**config.mk**
```make
export PLATFORM = sky130hd
export DESIGN_NAME = nest_irq_ctrl
export DESIGN_NICKNAME = d
export VERILOG_FILES = /design/src/rtl/nic_pkg.sv /design/src/rtl/nic_arbiter.sv /design/src/rtl/nic_svc_stack.sv /design/src/rtl/nest_irq_ctrl.sv
export SDC_FILE = /design/constraint.sdc
export NUM_CORES = 1
export LEC_CHECK = 0
export ABC_AREA = 0
export ABC_CLOCK_PERIOD_IN_PS = 16610
export BUFFER_PORTS_ARGS = -buffer_cell sky130_fd_sc_hd__buf_2
export CORE_ASPECT_RATIO = 1.75
export CORE_MARGIN = 1.5
export CORE_UTILIZATION = 58
export DETAILED_ROUTE_END_ITERATION = 8
export PLACE_DENSITY_LB_ADDON = 0.12
export SYNTH_ARGS = -nofsm -noshare
export SYNTH_HDL_FRONTEND = slang
export SYNTH_HIERARCHICAL = 1
export SYNTH_SLANG_ARGS = --single-unit
```
**constraint.sdc**
```tcl
create_clock -name clk -period 16.61 [get_ports clk]
set_clock_uncertainty 0.2 [all_clocks]
set_input_delay 0.8305 -clock clk [delete_from_list [all_inputs] [get_ports clk]]
set_output_delay 0.8305 -clock clk [all_outputs]
set_load 0.1 [all_outputs]
```
**src/rtl/nic_pkg.sv**
```systemverilog
package nic_pkg;

    typedef logic [2:0] svc_code_t;

    localparam svc_code_t CODE_NONE = 3'd0;
    localparam svc_code_t CODE_NMI  = 3'd4;

    typedef enum logic [1:0] {
        ST_IDLE,
        ST_NEST,
        ST_FULL
    } svc_state_e;

    // Field value to in-service code: 0,1,2 -> 1,2,3 and 3 -> 3 (level 2)
    function automatic svc_code_t lvl_code(input logic [1:0] fld);
        return (fld == 2'd3) ? 3'd3 : ({1'b0, fld} + 3'd1);
    endfunction

endpackage

```
**src/rtl/nic_arbiter.sv**
```systemverilog
module nic_arbiter
    import nic_pkg::*;
#(
    parameter int NSRC = 8,
    parameter int IW   = $clog2(NSRC + 1)
) (
    input  logic [NSRC-1:0]   pend,
    input  logic [NSRC-1:0]   irq_en,
    input  logic [2*NSRC-1:0] irq_pri,
    input  logic              mst_en,
    input  logic              pri_mode,
    input  logic              nmi_pend,
    input  svc_code_t         svc_max,
    input  logic              nmi_busy,
    input  logic              can_grant,
    output logic              grant,
    output logic              grant_nmi,
    output logic [IW-1:0]     grant_idx,
    output svc_code_t         grant_code
);

    logic      best_ok;
    svc_code_t best_code;
    svc_code_t best_rank;
    logic [IW-1:0] best_idx;
    svc_code_t code_i;
    svc_code_t rank_i;
    logic      ok_i;
    logic      nmi_ok;

    // Scan downward so that on equal rank the lower index overrides
    always_comb begin
        best_ok   = 1'b0;
        best_code = CODE_NONE;
        best_rank = CODE_NONE;
        best_idx  = '0;
        code_i    = CODE_NONE;
        rank_i    = CODE_NONE;
        ok_i      = 1'b0;
        for (int i = NSRC - 1; i >= 0; i--) begin
            code_i = lvl_code(irq_pri[2*i +: 2]);
            rank_i = pri_mode ? code_i : 3'd1;
            ok_i   = pend[i] & irq_en[i] & mst_en & (!pri_mode || (code_i > svc_max));
            if (ok_i && (!best_ok || rank_i >= best_rank)) begin
                best_ok   = 1'b1;
                best_code = code_i;
                best_rank = rank_i;
                best_idx  = IW'(i);
            end
        end
    end

    always_comb begin
        nmi_ok     = nmi_pend & !nmi_busy;
        grant      = can_grant & (nmi_ok | best_ok);
        grant_nmi  = can_grant & nmi_ok;
        grant_idx  = nmi_ok ? IW'(NSRC) : best_idx;
        grant_code = nmi_ok ? CODE_NMI : best_code;
    end

endmodule

```
**src/rtl/nic_svc_stack.sv**
```systemverilog
module nic_svc_stack
    import nic_pkg::*;
#(
    parameter int DEPTH = 4,
    parameter int SPW   = $clog2(DEPTH + 1),
    parameter int AW    = $clog2(DEPTH)
) (
    input  logic      clk,
    input  logic      rst_n,
    input  logic      push,
    input  svc_code_t push_code,
    input  logic      pop,
    output logic      can_push,
    output svc_code_t svc_max,
    output logic      nmi_busy
);

    svc_state_e     state_q, state_d;
    logic [SPW-1:0] sp_q;
    svc_code_t      stk_q [DEPTH];
    logic           do_pop, do_push;

    assign do_pop  = pop && (state_q != ST_IDLE);
    assign do_push = push && !pop && (state_q != ST_FULL);

    // State register, stack pointer and stack contents
    always_ff @(posedge clk or negedge rst_n) begin
        if (!rst_n) begin
            state_q <= ST_IDLE;
            sp_q    <= '0;
            for (int k = 0; k < DEPTH; k++) stk_q[k] <= CODE_NONE;
        end else begin
            state_q <= state_d;
            if (do_pop) begin
                sp_q <= sp_q - SPW'(1);
            end else if (do_push) begin
                stk_q[sp_q[AW-1:0]] <= push_code;
                sp_q                <= sp_q + SPW'(1);
            end
        end
    end

    // Next-state decision
    always_comb begin
        state_d = state_q;
        unique case (state_q)
            ST_IDLE: if (do_push) state_d = ST_NEST;
            ST_NEST: begin
                if (do_pop)       state_d = (sp_q == SPW'(1)) ? ST_IDLE : ST_NEST;
                else if (do_push) state_d = (sp_q == SPW'(DEPTH - 1)) ? ST_FULL : ST_NEST;
            end
            ST_FULL: if (do_pop) state_d = ST_NEST;
            default: state_d = ST_IDLE;
        endcase
    end

    // Outputs: room left, highest code in service, NMI in service
    always_comb begin
        can_push = (state_q != ST_FULL);
        svc_max  = CODE_NONE;
        nmi_busy = 1'b0;
        for (int k = 0; k < DEPTH; k++) begin
            if (SPW'(k) < sp_q) begin
                if (stk_q[k] > svc_max) svc_max = stk_q[k];
                if (stk_q[k] == CODE_NMI) nmi_busy = 1'b1;
            end
        end
    end

    AST_SP_BOUND: assert property (@(posedge clk) disable iff (!rst_n)
        sp_q <= SPW'(DEPTH));
    AST_NO_PUSH_FULL: assert property (@(posedge clk) disable iff (!rst_n)
        push |-> state_q != ST_FULL);
    AST_NMI_SINGLE: assert property (@(posedge clk) disable iff (!rst_n)
        (push && push_code == CODE_NMI) |-> !nmi_busy);
    AST_POP_SHRINK: assert property (@(posedge clk) disable iff (!rst_n)
        (pop && state_q != ST_IDLE) |=> sp_q == $past(sp_q) - SPW'(1));

endmodule

```
**src/rtl/nest_irq_ctrl.sv**
```systemverilog
module nest_irq_ctrl
    import nic_pkg::*;
#(
    parameter int NSRC  = 8,
    parameter int DEPTH = 4,
    parameter int IW    = $clog2(NSRC + 1)
) (
    input  logic              clk,
    input  logic              rst_n,
    input  logic [NSRC-1:0]   irq_set,
    input  logic [NSRC-1:0]   irq_en,
    input  logic [2*NSRC-1:0] irq_pri,
    input  logic              mst_en,
    input  logic              pri_mode,
    input  logic              nmi_in,
    input  logic              reti,
    output logic              take,
    output logic [IW-1:0]     take_idx,
    output logic [NSRC-1:0]   pend
);

    localparam int SW = $clog2(NSRC);

    logic [NSRC-1:0] pend_q, pend_clr;
    logic            nmi_q, nmi_pend_q;
    logic            take_q;
    logic [IW-1:0]   take_idx_q;

    logic            grant, grant_nmi, can_push;
    logic [IW-1:0]   grant_idx;
    svc_code_t       grant_code, svc_max;
    logic            nmi_busy;

    nic_arbiter #(.NSRC(NSRC), .IW(IW)) u_arb (
        .pend       (pend_q),
        .irq_en     (irq_en),
        .irq_pri    (irq_pri),
        .mst_en     (mst_en),
        .pri_mode   (pri_mode),
        .nmi_pend   (nmi_pend_q),
        .svc_max    (svc_max),
        .nmi_busy   (nmi_busy),
        .can_grant  (can_push & !reti),
        .grant      (grant),
        .grant_nmi  (grant_nmi),
        .grant_idx  (grant_idx),
        .grant_code (grant_code)
    );

    nic_svc_stack #(.DEPTH(DEPTH)) u_stk (
        .clk       (clk),
        .rst_n     (rst_n),
        .push      (grant),
        .push_code (grant_code),
        .pop       (reti),
        .can_push  (can_push),
        .svc_max   (svc_max),
        .nmi_busy  (nmi_busy)
    );

    always_comb begin
        for (int i = 0; i < NSRC; i++)
            pend_clr[i] = grant & !grant_nmi & (grant_idx == IW'(i));
    end

    always_ff @(posedge clk or negedge rst_n) begin
        if (!rst_n) begin
            pend_q     <= '0;
            nmi_q      <= 1'b0;
            nmi_pend_q <= 1'b0;
            take_q     <= 1'b0;
            take_idx_q <= '0;
        end else begin
            pend_q     <= (pend_q | irq_set) & ~pend_clr;
            nmi_q      <= nmi_in;
            nmi_pend_q <= (nmi_pend_q | (nmi_in & !nmi_q)) & !grant_nmi;
            take_q     <= grant;
            if (grant) take_idx_q <= grant_idx;
        end
    end

    assign take     = take_q;
    assign take_idx = take_idx_q;
    assign pend     = pend_q;

    AST_TAKE_NEEDS_MASTER: assert property (@(posedge clk) disable iff (!rst_n)
        (take && take_idx != IW'(NSRC)) |-> $past(mst_en));
    AST_FLAG_CLEARED: assert property (@(posedge clk) disable iff (!rst_n)
        (take && take_idx < IW'(NSRC)) |-> !pend[take_idx[SW-1:0]]);
    AST_NO_GRANT_ON_RETI: assert property (@(posedge clk) disable iff (!rst_n)
        take |-> !$past(reti));
    AST_STRICT_NEST: assert property (@(posedge clk) disable iff (!rst_n)
        (grant && pri_mode && !grant_nmi) |-> grant_code > svc_max);

endmodule

```
==> results.py, run 1 <==
metrics = {
    "logic_synthesis": {
        "synth_top_cell_by_area": "dfrtp_1",
        "synthFlopType": "dfrtp_1",
        "synth_area_leaders": "dfrtp_1 24%, ha_1 17%, mux2_2 6.5%, a21oi_1 4.7%, nor2b_1 4.2%",
        "yosysMostFrequentCell": "ha_1",
        "syn_area_um2": 3310,
        "synth_edf_count": 0,
        "synthTopCellsByCount": "44 x ha_1, 32 x dfrtp_1, 31 x a21oi_1, 31 x nor2_1, 25 x inv_1",
        "synth_seq_cells": 32,
        "netlist_instances": 372,
        "synth_top_cell_area_share": 0.242,
        "ys_seq_area_frac": 0.242,
        "syn_nets": 454,
        "yosys_warnings": 6,
        "synth_cell_types": 61,
        "avgSynthCellArea_um2": 8.90,
        "ys_async_sr_fraction": 1.00,
    },
    "global_routing": {
        "grt_pass1_vias": 2728,
        "track_usage": 0.268,
        "grt_max_degree": 33,
        "antenna_found_initial": 0,
        "gr-total-overflow": 0,
        "grt_pass1_wl_um": 12400,
    },
    "setup_path": {
        "cp_data_arrival_time_ns": 15.00,
        "reg2reg_setup_slack_ns": 1.54,
        "r2r_cells": 71,
        "end_kind": "flip-flop",
        "critPathKind": "flip-flop to flip-flop",
        "timing.rr.start": "u_stk/sp_q[2]$_DFFE_PN0N_",
        "crit_required_ns": 16.54,
        "cpPeakStageDelay_ns": 0.54,
        "cp-start-kind": "flip-flop",
        "crit_path_frequent_cell": "ha_1",
        "crit_fanout": 10,
        "cpMaxStageDelayCell": "nor4_1",
        "r2r_end": "pend[7]$_DFF_PN0_",
    },
    "floorplanning": {
        "core-area_um2": 5540,
        "num_rows": 36,
        "die_area_um2": 6190,
        "io_pins": 51,
        "die_y_um": 103,
        "start_util": 0.598,
        "die_w_um": 60.1,
    },
    "drt": {
        "wl_um": 7890,
        "route.met2.wl_um": 4240,
        "viasPerCell": 5.81,
        "wire_per_inst_um": 15.8,
        "met1Wirelength_um": 3020,
        "drc_errors": 0,
        "dr.first_iter.drc_count": 136,
        "wl_met3_um": 270,
        "drt-pass1-iter-count": 4,
        "topRoutingLayerUsed": "met4",
        "num_vias": 2892,
        "ant_nets": 0,
    },
    "clock_tree": {
        "cts_setup_buffers": 0,
        "hold_buffers": 0,
        "cts_buffers": 5,
        "clock_latency_ns": 0.28,
        "cts_resized": 0,
        "clk_pin_slew_ns": 0.06,
        "cts_sinks": 32,
        "clock_tree.buffer_depth": 2,
        "ctsHtreeMaxLevel": 2,
        "tritoncts": "yes",
        "clock-root-buffer": "clkbuf_8",
    },
    "run_status": {
        "status": "complete, no violations",
    },
    "sta": {
        "drv_slew": 0,
        "min_period_over_period": 0.907,
        "min_period_ns": 15.07,
        "hold_viol_final": 0,
        "tightest_slew_ns": 0.681,
        "grt_setup_unrepaired": "false",
        "max_freq_ghz": 0.0664,
        "timing.setup.tns_ns": 0,
        "finalSetupViolCount": 0,
        "relSlewSlack": 0.542,
    },
    "min_path": {
        "worstHoldStart": "take_idx[3]$_DFFE_PN0P_",
        "hold_class": "flip-flop to flip-flop",
        "worstHoldEndpoint": "take_idx[3]$_DFFE_PN0P_",
        "hold_depth": 1,
    },
    "final_layout": {
        "num-nets-final": 504,
        "drive_gt1_frac": 0.280,
        "antenna_cells": 0,
        "fin_util": 0.666,
        "syn_to_final_growth_pct": 11.4,
        "n_fill_cell": 515,
    },
    "placement": {
        "dp_hpwl_um": 6380,
        "portBuffers": 50,
        "place_congestion": 0.901,
    },
    "flow_run": {
        "timing.max_cap.violations": 0,
    },
}
-- cell type report --
cell class	count	area [um^2]	area share
flip-flops and latches	32	801	0.217
repair buffers	52	265	0.0719
clock buffers	6	72.6	0.0197
clock inverters	1	5.00	0.00136
inverters	25	93.8	0.0254
well taps	76	95.1	0.0258
multi-input cells	306	2360	0.639
-- layer usage --
| metal | vias up | GRT usage |
|---|---|---|
| li1 | 1440 | - |
| met1 | 1350 | 0.281 |
| met2 | 78 | 0.495 |
| met3 | 24 | 0.0414 |
| met4 | 0 | 0.133 |
| met5 | - | 0 |
-- state kept, by name (all words and copies together) (netlist names) --
name / count
u_stk/stk_q: 12
pend: 8
take_idx: 4
u_stk/sp_q: 3
u_stk/state_q: 2
nmi_pend_q: 1
nmi_q: 1
take: 1
-- critical path: cells and delay by family, from the launching register on --
family / cells / cell delay [ns]
adders and majority gates: 11 / 3.15
DFF: 1 / 0.50
and+or+nand+nor: 20 / 3.49
AOI/OAI and AO/OA: 32 / 6.10
muxes: 2 / 0.73
buffers and inverters: 6 / 0.70
-- cell families after synthesis --
kind of cell / synth area share
xor+xnor: 0.00529
fa+ha+maj: 0.166
simple gates: 0.229
mux: 0.0903
compound gates: 0.220
flops: 0.242
buf+inv: 0.0465
-- per-stage QoR --
stage | cell area, um^2 | hold slack (ns) | std cells | setup WS [ns]
finish | 3690 | 0.314 | 498 | 1.54
global route | 3690 | 0.332 | 498 | 0.421
CTS | 3690 | 0.317 | 498 | 1.57
detailed placement | 3610 | 0.300 | 491 | 1.59
global placement | 3610 | 0.297 | 491 | 1.90
floorplan | 3310 | 0.277 | 372 | 3.23
-- placed cells by master (no fill, tap or decap), types with 3 or more instances in the layout --
cell type	Yosys	final
nor2_1	31	31
ha_1	44	44
inv_1	25	25
mux2_2	19	19
a21oi_2	8	8
a31oi_1	6	6
nor2b_1	22	22
dfrtp_1	32	32
buf_2	0	50
or2_2	7	7
and2_1	12	12
nand2b_1	10	10
o31a_1	3	3
o21ai_0	14	14
nand3_1	13	13
mux2_4	3	3
clkbuf_8	0	5
a21boi_0	3	3
o211ai_1	3	3
o21ai_1	3	3
a21o_1	6	6
mux2i_1	4	4
nand2_1	19	19
a21oi_1	31	31
-- how the worst max path moves through the flow --
stage	endpoint	cells past startpoint	start
4_1_cts	pend[7]$_DFF_PN0_	71	u_stk/sp_q[2]$_DFFE_PN0N_
6_report	pend[7]$_DFF_PN0_	71	u_stk/sp_q[2]$_DFFE_PN0N_
3_3_place_gp	pend[7]$_DFF_PN0_	72	u_stk/sp_q[2]$_DFFE_PN0N_
5_1_grt	pend[7]$_DFF_PN0_	72	u_stk/sp_q[2]$_DFFE_PN0N_
3_5_place_dp	pend[7]$_DFF_PN0_	71	u_stk/sp_q[2]$_DFFE_PN0N_
2_1_floorplan	pend[7]$_DFF_PN0_	72	u_stk/sp_q[2]$_DFFE_PN0N_
Power of run 1 is not shown: default switching activity piles up to over one toggle a cycle in this logic, so the estimate is an artifact.
==> inputs of run 2 (changes only) <==
- RECOVER_POWER: default -> 100
==> run 2 against run 1 <==
- the flow now finishes with violations (capacitance limit, slew limit)
- worst hold slack lost 0.00081 ns
- maximum frequency shrank 0.66%
- critical path type unchanged
- first-iteration DRC count grew 6.6%
- worst setup slack lost 0.10 ns
- sequential share of layout area grew 0.37 points
==> results.py, run 2 (synthesized netlist as in run 1, its figures left out) <==
metrics = {
    "run_status": {
        "status": "finished, violations left",
        "violations": "capacitance limit, slew limit",
    },
    "min_path": {
        "worstHoldStart": "nmi_pend_q$_DFF_PN0_",
        "hold_class": "flip-flop to flip-flop",
    },
    "floorplanning": {
        "io_pins": 51,
        "die_w_um": 60.1,
        "die_y_um": 103,
        "core-area_um2": 5540,
        "num_rows": 36,
        "die_area_um2": 6190,
        "start_util": 0.598,
    },
    "drt": {
        "wire_per_inst_um": 15.9,
        "ant_nets": 0,
        "viasPerCell": 5.80,
        "drc_errors": 0,
        "wl_um": 7920,
        "num_vias": 2888,
        "drt-pass1-iter-count": 4,
        "dr.first_iter.drc_count": 145,
    },
    "clock_tree": {
        "clock_tree.buffer_depth": 2,
        "cts_buffers": 5,
        "clock-root-buffer": "clkbuf_8",
        "cts_setup_buffers": 0,
        "hold_buffers": 0,
        "clock_latency_ns": 0.28,
        "tritoncts": "yes",
        "clk_pin_slew_ns": 0.06,
        "ctsHtreeMaxLevel": 2,
        "cts_resized": 0,
        "cts_sinks": 32,
    },
    "placement": {
        "place_ws_ns": 1.59,
        "dp_hpwl_um": 6380,
        "place_congestion": 0.901,
        "portBuffers": 50,
    },
    "setup_path": {
        "cp-start-kind": "flip-flop",
        "cp_data_arrival_time_ns": 15.11,
        "crit_path_frequent_cell": "ha_1",
        "cpMaxStageDelayCell": "a21boi_0",
        "crit_fanout": 10,
        "crit_required_ns": 16.55,
        "timing.rr.start": "u_stk/sp_q[2]$_DFFE_PN0N_",
        "cpPeakStageDelay_ns": 0.57,
        "end_kind": "flip-flop",
        "startpoint": "u_stk/sp_q[2]$_DFFE_PN0N_",
        "critPathKind": "flip-flop to flip-flop",
    },
    "global_routing": {
        "gr-total-overflow": 0,
        "grt_pass1_vias": 2728,
        "antenna_found_initial": 0,
        "track_usage": 0.268,
        "grt_pass1_wl_um": 12400,
        "grt_max_degree": 33,
    },
    "sta": {
        "tightest_slew_ns": 1.63,
        "grt_setup_unrepaired": "false",
        "min_period_over_period": 0.913,
        "finalSetupViolCount": 0,
        "layout_setup_ws_ns": 1.44,
        "timing.setup.tns_ns": 0,
        "finalHoldWorstSlack_ns": 0.313,
        "relSlewSlack": -0.0862,
        "min_period_ns": 15.17,
        "drv_slew": 33,
        "hold_viol_final": 0,
        "max_freq_ghz": 0.0659,
    },
    "final_layout": {
        "largest_reg_flops": 12,
        "antenna_cells": 0,
        "syn_to_final_growth_pct": 9.56,
        "max_flop_register": "u_stk/stk_q",
        "drive_gt1_frac": 0.227,
        "regArea_um2": 801,
        "layout_common_cells": "44 x ha_1, 36 x buf_2, 32 x a21oi_1, 32 x dfrtp_1, 31 x nor2_1",
        "multi_input_area_um2": 2310,
        "num-nets-final": 504,
        "final_common_cell": "ha_1",
        "n_fill_cell": 530,
    },
    "flow_run": {
        "timing.max_cap.violations": 2,
    },
}
-- run 2: layer usage --
layer  part of all wire  global-route usage  up-vias
met5                  0                   0        -
met3              0.036              0.0414       25
met1               0.38               0.281     1350
met2               0.54               0.495       72
li1                   -                   -     1441
met4              0.043               0.133        0
-- run 2: area by class of cell --
type                       instances  share of cell area
clock inverter                     1             0.00138
sequential                        32               0.221
multi-input combinational        306               0.637
inverter                          25              0.0259
tap                               76              0.0262
timing repair buffer              52              0.0683
clock buffer                       6              0.0200
-- run 2: per-stage QoR --
stage | cells | cell area [um^2] | utilization
5_1_grt | 498 | 3630 | 0.655
3_5_place_dp | 491 | 3610 | 0.652
3_3_place_gp | 491 | 3610 | 0.652
2_1_floorplan | 372 | 3310 | -
6_report | 498 | 3630 | 0.655
4_1_cts | 498 | 3690 | 0.666
-- run 2: path summary, 6_finish.rpt --
path | endpoint | slack [ns] | depth (start not counted)
min in group asynchronous | take$_DFF_PN0_ | 0.76 | 1
min | nmi_pend_q$_DFF_PN0_ | 0.31 | 2
min reg2reg | nmi_pend_q$_DFF_PN0_ | 0.31 | 2
max in group asynchronous | u_stk/sp_q[0]$_DFFE_PN0N_ | 14.51 | 1
max reg2reg | pend[1]$_DFF_PN0_ | 1.44 | 70
max | pend[1]$_DFF_PN0_ | 1.44 | 70
-- run 2: worst max-delay path, delay by kind of cell (launching register included) --
| kind | cells | cell delay [ns] |
|---|---|---|
| flops | 1 | 0.50 |
| fa+ha+maj | 11 | 3.16 |
| buf+inv | 6 | 0.73 |
| compound gates | 33 | 6.74 |
| simple gates | 18 | 2.94 |
| mux | 2 | 0.74 |
Power of run 2 is left out for the same reason.
==> inputs of run 3 (changes only) <==
- CORE_UTILIZATION: 58 -> 55
- SETUP_SLACK_MARGIN: default -> 0.05
==> run 3 against run 2 <==
- critical endpoint is now pend[5]$_DFF_PN0_
- critical path depth unchanged
- the flow still finishes with violations (capacitance limit, slew limit)
- via count rose by 0.17%
- utilization is 2.5 points lower
- worst hold slack improved by 0.0059 ns
- maximum frequency shrank 0.98%
- non-clock buffer count shrank 1
- die area up 5.2%
- routed wire length rose by 0.83%
==> results.py, run 3 (synthesized netlist as in run 1, its figures left out) <==
metrics = {
    "run_status": {
        "status": "finished, violations left",
        "violations": "capacitance limit, slew limit",
    },
    "sta": {
        "layout_setup_ws_ns": 1.29,
        "grt_setup_unrepaired": "false",
        "hold_viol_final": 0,
        "relSlewSlack": -0.106,
        "tightest_slew_ns": 1.66,
        "finalHoldWorstSlack_ns": 0.319,
        "max_freq_ghz": 0.0653,
        "min_period_ns": 15.32,
        "finalSetupViolCount": 0,
        "timing.setup.tns_ns": 0,
        "drv_slew": 40,
        "min_period_over_period": 0.922,
    },
    "final_layout": {
        "num-nets-final": 503,
        "layout_common_cells": "44 x ha_1, 35 x buf_2, 32 x dfrtp_1",
        "max_flop_register": "u_stk/stk_q",
        "syn_to_final_growth_pct": 11.0,
        "drive_gt1_frac": 0.235,
        "n_fill_cell": 542,
        "antenna_cells": 0,
        "final_common_cell": "ha_1",
        "multi_input_area_um2": 2330,
        "fin_area_um2": 3670,
        "largest_reg_flops": 12,
        "regArea_um2": 801,
    },
    "setup_path": {
        "crit_fanout": 10,
        "r2r_cells": 70,
        "cp_data_arrival_time_ns": 15.29,
        "r2r_end": "pend[5]$_DFF_PN0_",
        "reg2reg_setup_slack_ns": 1.29,
        "end_kind": "flip-flop",
        "timing.rr.start": "u_stk/sp_q[2]$_DFFE_PN0N_",
        "cpPeakStageDelay_ns": 0.54,
        "crit_required_ns": 16.58,
        "cp-start-kind": "flip-flop",
        "cpMaxStageDelayCell": "a21boi_0",
        "critPathKind": "flip-flop to flip-flop",
        "crit_path_frequent_cell": "ha_1",
    },
    "clock_tree": {
        "clk_pin_slew_ns": 0.07,
        "tritoncts": "yes",
        "clock_latency_ns": 0.29,
        "cts_setup_buffers": 0,
        "cts_buffers": 5,
        "cts_sinks": 32,
        "clock-root-buffer": "clkbuf_8",
        "ctsHtreeMaxLevel": 2,
        "clock_tree.buffer_depth": 2,
    },
    "floorplanning": {
        "core-area_um2": 5830,
        "die_y_um": 106,
        "start_util": 0.568,
        "die_w_um": 61.7,
        "die_area_um2": 6510,
        "num_rows": 37,
        "io_pins": 51,
    },
    "drt": {
        "drc_errors": 0,
        "ant_nets": 0,
        "viasPerCell": 5.79,
        "num_vias": 2893,
        "dr.first_iter.drc_count": 172,
        "wl_um": 7990,
        "wire_per_inst_um": 16.0,
        "drt-pass1-iter-count": 4,
    },
    "min_path": {
        "hold_class": "flip-flop to flip-flop",
        "worstHoldEndpoint": "take_idx[3]$_DFFE_PN0P_",
        "hold_depth": 1,
        "worstHoldStart": "take_idx[3]$_DFFE_PN0P_",
    },
    "global_routing": {
        "track_usage": 0.264,
        "grt_pass1_vias": 2882,
        "gr-total-overflow": 0,
        "grt_pass1_wl_um": 13100,
        "grt_max_degree": 33,
        "antenna_found_initial": 0,
    },
    "flow_run": {
        "timing.max_cap.violations": 2,
    },
    "placement": {
        "place_ws_ns": 1.38,
        "place_congestion": 0.904,
        "dp_hpwl_um": 6490,
        "placed_area_um2": 3610,
        "portBuffers": 50,
    },
}
-- run 3: how the worst max path moves through the flow --
stage          depth (start not counted)           endpoint                       from
6_report                              70  pend[5]$_DFF_PN0_  u_stk/sp_q[2]$_DFFE_PN0N_
5_1_grt                               71  pend[1]$_DFF_PN0_  u_stk/sp_q[2]$_DFFE_PN0N_
2_1_floorplan                         72  pend[7]$_DFF_PN0_  u_stk/sp_q[2]$_DFFE_PN0N_
3_5_place_dp                          72  pend[7]$_DFF_PN0_  u_stk/sp_q[2]$_DFFE_PN0N_
4_1_cts                               72  pend[7]$_DFF_PN0_  u_stk/sp_q[2]$_DFFE_PN0N_
3_3_place_gp                          72  pend[7]$_DFF_PN0_  u_stk/sp_q[2]$_DFFE_PN0N_
-- run 3: per-layer routing --
| layer | GRT usage | vias to the layer above | part of all wire |
|---|---|---|---|
| li1 | - | 1436 | - |
| met1 | 0.292 | 1375 | 0.38 |
| met2 | 0.496 | 69 | 0.57 |
| met3 | 0.0258 | 13 | 0.031 |
| met4 | 0.0790 | 0 | 0.021 |
| met5 | 0 | - | 0 |
-- run 3: critical path, delay by kind of cell, from the launching register on --
family | cells | cell delay (ns)
fa+ha+maj | 11 | 3.05
simple gates | 19 | 3.01
mux | 3 | 1.13
compound gates | 32 | 6.71
buf+inv | 5 | 0.61
flops | 1 | 0.48
-- run 3: metrics by stage --
step	util	instances
6_report	0.630	500
5_1_grt	0.630	500
4_1_cts	0.637	500
3_5_place_dp	0.618	492
3_3_place_gp	0.618	492
2_1_floorplan	-	372
-- run 3: cell type report --
| class | count | area share |
|---|---|---|
| Clock inverter | 2 | 0.00954 |
| Tap cell | 78 | 0.0266 |
| Sequential cell | 32 | 0.218 |
| Inverter | 25 | 0.0255 |
| Clock buffer | 6 | 0.0198 |
| Multi-Input combinational cell | 306 | 0.636 |
| Timing Repair Buffer | 51 | 0.0651 |
-- run 3: timing repair --
| action | in CTS | in global routing |
|---|---|---|
| resized for setup | 0 | 1 |
| hold buffers | 0 | 0 |
| setup endpoints to repair | 0 | 2 |
Power of run 3 is left out for the same reason.
